`src/rtl/pcu_pkg.sv`:
```
package pcu_pkg;

    typedef enum logic [2:0] {
        IC_SEQ = 3'd0,
        IC_BEQ = 3'd1,
        IC_BNE = 3'd2,
        IC_JMP = 3'd3,
        IC_JAL = 3'd4,
        IC_JR  = 3'd5
    } instr_class_e;

    typedef enum logic {
        ST_RUN   = 1'b0,
        ST_FAULT = 1'b1
    } pcu_state_e;

endpackage

```
`src/rtl/pcu_targets.sv`:
```
module pcu_targets #(
    parameter int ADDR_W   = 32,
    parameter int DISP_W   = 16,
    parameter int FIELD_W  = 26,
    parameter int REGION_W = 4
) (
    input  logic [ADDR_W-1:0]  cur_pc,
    input  logic [DISP_W-1:0]  disp,
    input  logic [FIELD_W-1:0] field,
    output logic [ADDR_W-1:0]  seq_addr,
    output logic [ADDR_W-1:0]  br_addr,
    output logic [ADDR_W-1:0]  jmp_addr
);
    localparam int EXT_W = ADDR_W - DISP_W - 2;
    localparam int PAD_W = ADDR_W - REGION_W - FIELD_W;

    logic [ADDR_W-1:0] disp_bytes;

    always_comb begin
        seq_addr   = cur_pc + ADDR_W'(4);
        disp_bytes = {{EXT_W{disp[DISP_W-1]}}, disp, 2'b00};
        br_addr    = seq_addr + disp_bytes;
        jmp_addr   = {seq_addr[ADDR_W-1 -: REGION_W], field, {PAD_W{1'b0}}};
    end
endmodule

```
`src/rtl/pcu_select.sv`:
```
module pcu_select
    import pcu_pkg::*;
#(
    parameter int ADDR_W = 32
) (
    input  logic [2:0]        cls,
    input  logic              eq,
    input  logic [ADDR_W-1:0] seq_addr,
    input  logic [ADDR_W-1:0] br_addr,
    input  logic [ADDR_W-1:0] jmp_addr,
    input  logic [ADDR_W-1:0] reg_addr,
    output logic [ADDR_W-1:0] next_addr,
    output logic              bad_target,
    output logic              call
);
    always_comb begin
        next_addr  = seq_addr;
        bad_target = 1'b0;
        call       = 1'b0;
        case (cls)
            IC_BEQ:  next_addr = eq ? br_addr : seq_addr;
            IC_BNE:  next_addr = eq ? seq_addr : br_addr;
            IC_JMP:  next_addr = jmp_addr;
            IC_JAL: begin
                next_addr = jmp_addr;
                call      = 1'b1;
            end
            IC_JR: begin
                next_addr  = reg_addr;
                bad_target = (reg_addr[1:0] != 2'b00);
            end
            default: next_addr = seq_addr;
        endcase
    end
endmodule

```
`src/rtl/pcu_ctrl.sv`:
```
module pcu_ctrl
    import pcu_pkg::*;
#(
    parameter int               ADDR_W    = 32,
    parameter logic [ADDR_W-1:0] RESET_VEC = 32'h0040_0000
) (
    input  logic              clk,
    input  logic              rst,
    input  logic              hold,
    input  logic              bad_target,
    input  logic [ADDR_W-1:0] next_addr,
    output logic [ADDR_W-1:0] pc_q,
    output logic              fault
);
    pcu_state_e state_q, state_d;
    logic       load_pc;

    // Next-state: RUN_HOLD, RUN_TO_FAULT, FAULT_HOLD, FAULT_TO_RUN
    always_comb begin
        state_d = state_q;
        load_pc = 1'b0;
        if (!hold) begin
            unique case (state_q)
                ST_RUN: begin
                    state_d = bad_target ? ST_FAULT : ST_RUN;
                    load_pc = !bad_target;
                end
                ST_FAULT: begin
                    state_d = bad_target ? ST_FAULT : ST_RUN;
                    load_pc = !bad_target;
                end
                default: state_d = ST_RUN;
            endcase
        end
    end

    always_ff @(posedge clk) begin
        if (rst) begin
            state_q <= ST_RUN;
            pc_q    <= RESET_VEC;
        end else begin
            state_q <= state_d;
            if (load_pc) pc_q <= next_addr;
        end
    end

    always_comb begin
        fault = (state_q == ST_FAULT);
    end
endmodule

```
`src/rtl/pc_next_unit.sv`:
```
module pc_next_unit #(
    parameter int               ADDR_W    = 32,
    parameter int               DISP_W    = 16,
    parameter int               FIELD_W   = 26,
    parameter int               REGION_W  = 4,
    parameter logic [ADDR_W-1:0] RESET_VEC = 32'h0040_0000
) (
    input  logic              clk,
    input  logic              rst,
    input  logic              hold,
    input  logic [2:0]        instr_class,
    input  logic [DISP_W-1:0] br_disp,
    input  logic [FIELD_W-1:0] jmp_field,
    input  logic [ADDR_W-1:0] reg_target,
    input  logic              ops_equal,
    output logic [ADDR_W-1:0] pc,
    output logic [ADDR_W-1:0] link_addr,
    output logic              link_we,
    output logic              misaligned
);
    logic [ADDR_W-1:0] seq_addr, br_addr, jmp_addr, next_addr;
    logic              bad_target;

    pcu_targets #(
        .ADDR_W(ADDR_W), .DISP_W(DISP_W), .FIELD_W(FIELD_W), .REGION_W(REGION_W)
    ) u_targets (
        .cur_pc   (pc),
        .disp     (br_disp),
        .field    (jmp_field),
        .seq_addr (seq_addr),
        .br_addr  (br_addr),
        .jmp_addr (jmp_addr)
    );

    pcu_select #(.ADDR_W(ADDR_W)) u_select (
        .cls        (instr_class),
        .eq         (ops_equal),
        .seq_addr   (seq_addr),
        .br_addr    (br_addr),
        .jmp_addr   (jmp_addr),
        .reg_addr   (reg_target),
        .next_addr  (next_addr),
        .bad_target (bad_target),
        .call       (link_we)
    );

    pcu_ctrl #(.ADDR_W(ADDR_W), .RESET_VEC(RESET_VEC)) u_ctrl (
        .clk        (clk),
        .rst        (rst),
        .hold       (hold),
        .bad_target (bad_target),
        .next_addr  (next_addr),
        .pc_q       (pc),
        .fault      (misaligned)
    );

    assign link_addr = seq_addr;
endmodule

```
`config.mk`:
```
export PLATFORM = sky130hd
export DESIGN_NAME = pc_next_unit
export DESIGN_NICKNAME = d
export VERILOG_FILES = /design/src/rtl/pcu_pkg.sv /design/src/rtl/pcu_targets.sv /design/src/rtl/pcu_select.sv /design/src/rtl/pcu_ctrl.sv /design/src/rtl/pc_next_unit.sv
export SDC_FILE = /design/constraint.sdc
export NUM_CORES = 1
export LEC_CHECK = 0
export ABC_AREA = 1
export BUFFER_PORTS_ARGS = -buffer_cell sky130_fd_sc_hd__buf_2
export CAP_MARGIN = 10
export CORE_ASPECT_RATIO = 0.6
export CORE_MARGIN = 5
export CORE_UTILIZATION = 45
export CTS_CLUSTER_DIAMETER = 60
export DETAILED_ROUTE_END_ITERATION = 7
export PLACE_DENSITY = 0.71
export SYNTH_ARGS = -nofsm -noshare
export SYNTH_HDL_FRONTEND = slang
export SYNTH_HIERARCHICAL = 1
export SYNTH_SLANG_ARGS = --single-unit
```
`constraint.sdc`:
```
create_clock -name clk -period 3.1 [get_ports clk]
set_input_delay 0.155 -clock clk [delete_from_list [all_inputs] [get_ports clk]]
set_output_delay 0.155 -clock clk [all_outputs]
set_load 0.01 [all_outputs]
```
==> results.tsv <==
metric	value	unit
run_status	finished with violations	
violations	negative setup slack	
synth_warnings	6	
post-layout-total-power	3.13	mW
die_h	104	um
grt_remaining_overflow	0	
synth_top_area_cells	sky130_fd_sc_hd__nand2_1 (25%), sky130_fd_sc_hd__nor2_1 (14%), sky130_fd_sc_hd__inv_1 (12%), sky130_fd_sc_hd__dfxtp_1 (9.9%), sky130_fd_sc_hd__nand3_1 (7.8%)	
yosys.area_share.simple	51.6	%
number_of_global_route_vias_before_repair	8104	
cell_depth_of_the_worst_min_delay_path	3	
syn-cell-area	6660	sq um
root_buffer	sky130_fd_sc_hd__clkbuf_16	
synth.avg_cell_area	5.02	sq um
cts_hold_repair.buffers	0	
timing.rr.start	u_ctrl/pc_q[17]$_SDFFE_PP0P_	
total_global_routing_track_utilization	29.7	%
critPathKind	reg2reg	
synth_adder_area_share	6.50	%
final.period_utilization	115	%
final.min_clock_period	3.55	ns
rsz_0062_raised_after_global_routing	yes	
critPathLaunchType	register	
io_buffers	146	
critical_path.startpoint	u_ctrl/pc_q[17]$_SDFFE_PP0P_	
route.detailed.drc	0	
setup_viol	24	
dr.first_iter.drc_count	1344	
clk_pin_slew	0.06	ns
wl_per_cell	16.9	um
total_clock_buffers_created_by_cts	5	
viasPerCell	5.34	
global_route.peak_usage_layer	met1	
cp.arrival	3.72	ns
critical_path_end_type	register	
floorplan.rows	34	
design.die.area	17400	sq um
route.vias.total	9760	
antenna-diode-count	0	
synth.ff_latch_count	33	
worst_hold_path_type	in2reg	
post_synth_xor_area_fraction	5.53	%
post_route_hold_slack	0.163	ns
area_growth	54.5	%
clkLatencyLatePin	0.28	ns
tritoncts_clock_tree	built	
r2r_end	u_ctrl/pc_q[26]$_SDFFE_PP0P_	
cts.htree.levels	2	
achievable-frequency	281	MHz
hold_end	u_ctrl/pc_q[22]$_SDFFE_PP1P_	
ff2ff_path_depth	27	
p_per_area	304	nW/um^2
skew	0.00441	ns
cp_max_fo	4	
synth.area.mux_share	0	%
grt_use_met2	41.7	%
post-route-worst-setup-slack	-0.454	ns
synth_top_cell_by_area	sky130_fd_sc_hd__nand2_1	
leakagePower	6.02	nW
ctsLongestPathBuffers	2	
grt_antenna_before_repair	0	
initial_core_util	45.9	%
share_of_the_synthesized_area_in_the_top_cell_type	25.3	%
route.final.wire_length	31000	um
global_route.usage.met3	5.62	%
final-hold-violation-count	0	
drv.max_cap_violation_count	0	
clock_sinks	33	
first_pass_grt_wire_length	42300	um
worst_hold_startpoint	hold	
synth-seq-area-share	9.93	%
grt_start_max_net_pins	65	
fraction_of_final_layout_cells_sized_beyond_drive_strength_1	39.8	%
die_width	167	um
r2r_slack	-0.45	ns
synth.distinct_cells	32	
dp_hpwl	21000	um
post_synth_inst_count	1327	
synth_top_family_by_area	simple AND/OR/NAND/NOR gates	
route.antenna.remaining_nets	0	
io_pins	147	
detail_route.first_pass.iterations	6	
final_net_count	1743	
core	14500	sq um
grt_use_met1	46.3	%
report.final.slew_viol_count	0	
critical_path_required	3.27	ns
timing.slew.headroom	28.2	%
worst_pin_slew	1.07	ns
finalWeightedCongestion	0.998	
synth_compound_gate_area_share	6.58	%
post_place_setup_slack	-0.411	ns
ir_worst_vdd	0.253	mV
-- worst max-delay path: stages (launching register included) --
cell                      delay [ns]
sky130_fd_sc_hd__dfxtp_2        0.35
sky130_fd_sc_hd__buf_4          0.11
sky130_fd_sc_hd__nand2_1        0.13
sky130_fd_sc_hd__inv_2          0.16
sky130_fd_sc_hd__nand2_2        0.12
sky130_fd_sc_hd__nor3_4         0.28
sky130_fd_sc_hd__nand3_2        0.17
sky130_fd_sc_hd__xor2_2         0.19
sky130_fd_sc_hd__inv_2          0.09
sky130_fd_sc_hd__ha_4           0.34
sky130_fd_sc_hd__nand2_4        0.08
sky130_fd_sc_hd__buf_6          0.12
sky130_fd_sc_hd__nor2_4         0.11
sky130_fd_sc_hd__nand2_1        0.06
sky130_fd_sc_hd__nor2_1         0.08
sky130_fd_sc_hd__nand2_1        0.08
sky130_fd_sc_hd__nand4_1        0.09
sky130_fd_sc_hd__nand2_2        0.07
sky130_fd_sc_hd__inv_2          0.06
sky130_fd_sc_hd__nand2_1        0.04
sky130_fd_sc_hd__nand2_1        0.08
sky130_fd_sc_hd__nor2_1         0.04
sky130_fd_sc_hd__nor2_1         0.18
sky130_fd_sc_hd__nand3_1        0.12
sky130_fd_sc_hd__inv_1          0.09
sky130_fd_sc_hd__nand2_1        0.05
sky130_fd_sc_hd__nand2_1        0.10
sky130_fd_sc_hd__nor2_2         0.04
-- cells by family (layout without fill, tap and decap cells) --
family,count (synthesis),count (layout)
other cells,1,2
simple gates,842,842
fa+ha+maj,34,34
buf+inv,292,593
flops,33,33
xor+xnor,42,42
compound gates,83,83
-- timing repair --
item,CTS,global route
resized for setup,183,158
pin swaps,96,119
buffers inserted,13,11
endpoints found under the setup margin,25,25
-- Yosys cell counts --
library cell               instances
sky130_fd_sc_hd__clkbuf_1          5
sky130_fd_sc_hd__nor3_2            3
sky130_fd_sc_hd__nand2_2           6
sky130_fd_sc_hd__buf_4            40
sky130_fd_sc_hd__nor2_4            3
sky130_fd_sc_hd__fa_1              1
sky130_fd_sc_hd__conb_1            1
sky130_fd_sc_hd__a21oi_1          64
sky130_fd_sc_hd__buf_1             1
sky130_fd_sc_hd__xor2_1           35
sky130_fd_sc_hd__dfxtp_1          33
sky130_fd_sc_hd__nor2_8            1
sky130_fd_sc_hd__buf_6             5
sky130_fd_sc_hd__or2_1             1
sky130_fd_sc_hd__o21a_1            1
sky130_fd_sc_hd__inv_1           214
sky130_fd_sc_hd__inv_2             2
sky130_fd_sc_hd__nand2_1         448
sky130_fd_sc_hd__xnor2_1           7
sky130_fd_sc_hd__nor4_2            1
sky130_fd_sc_hd__buf_2            25
sky130_fd_sc_hd__o21ai_1           1
sky130_fd_sc_hd__nand4_1          11
sky130_fd_sc_hd__o21bai_1          6
sky130_fd_sc_hd__nand2_4           1
sky130_fd_sc_hd__ha_1             33
sky130_fd_sc_hd__a21o_1            2
sky130_fd_sc_hd__nor3_1           10
sky130_fd_sc_hd__nor2_1          247
sky130_fd_sc_hd__nor2_2            6
sky130_fd_sc_hd__o21ai_0           9
sky130_fd_sc_hd__nand3_1         104
-- power breakdown --
group / leakage, nW / internal, mW / switching, mW
sequential: 0.282 / 0.465 / 0.0484
combinational: 5.67 / 0.888 / 1.24
clock: 0.0652 / 0.299 / 0.186
total: 6.02 / 1.65 / 1.47
-- worst max-delay path by stage --
| stage | end | cells past startpoint |
|---|---|---|
| final | u_ctrl/pc_q[26]$_SDFFE_PP0P_ | 27 |
| after global routing | u_ctrl/pc_q[26]$_SDFFE_PP0P_ | 27 |
| after CTS | u_ctrl/pc_q[26]$_SDFFE_PP0P_ | 27 |
| after detailed placement | u_ctrl/pc_q[25]$_SDFFE_PP0P_ | 27 |
| after global placement | u_ctrl/pc_q[27]$_SDFFE_PP0P_ | 26 |
| after floorplan | u_ctrl/pc_q[29]$_SDFFE_PP0P_ | 27 |
-- state kept, by name (all words and copies together), names as in the netlist --
name,flops
u_ctrl/pc_q,32
u_ctrl/fault,1
-- cells in the final DEF (no fill, tap or decap), types with 14 or more instances in the layout --
master                    count
sky130_fd_sc_hd__nor2_4      20
sky130_fd_sc_hd__nand2_4     17
sky130_fd_sc_hd__inv_2       37
sky130_fd_sc_hd__buf_4      204
sky130_fd_sc_hd__buf_6       19
sky130_fd_sc_hd__nor2_1     214
sky130_fd_sc_hd__nor2_2      22
sky130_fd_sc_hd__nand3_1     96
sky130_fd_sc_hd__a21oi_1     39
sky130_fd_sc_hd__dfxtp_1     14
sky130_fd_sc_hd__inv_1      176
sky130_fd_sc_hd__a21oi_2     20
sky130_fd_sc_hd__xor2_2      14
sky130_fd_sc_hd__ha_4        24
sky130_fd_sc_hd__nand2_1    376
sky130_fd_sc_hd__buf_2      146
sky130_fd_sc_hd__xor2_1      19
sky130_fd_sc_hd__nand2_2     62
-- final cells by class --
class	count	area [sq um]
clock buffer	8	136
fill	1185	4220
inverter	216	818
multi-input combinational	1003	5900
sequential	33	704
tap	198	248
timing repair buffer	369	2480
-- routing by layer --
| layer | share of wire (%) | vias to the layer above |
|---|---|---|
| met5 | 0 | - |
| met4 | 2.7 | 0 |
| met3 | 13 | 85 |
| met2 | 43 | 679 |
| met1 | 41 | 4439 |
| li1 | - | 4557 |
-- through the flow --
| stage | cell area, sq um | instances | util (%) | TNS, ns |
|---|---|---|---|---|
| 2_1_floorplan | 6670 | 1328 | - | -0.0116 |
| 3_3_place_gp | 8650 | 1795 | 59.6 | -4.87 |
| 3_5_place_dp | 8650 | 1795 | 59.6 | -6.42 |
| 4_1_cts | 9600 | 1816 | 66.2 | -1.41 |
| 5_1_grt | 10300 | 1827 | 70.9 | -9.08 |
| 6_report | 10300 | 1827 | 70.9 | -5.48 |
(Power assumes the default switching activity.)
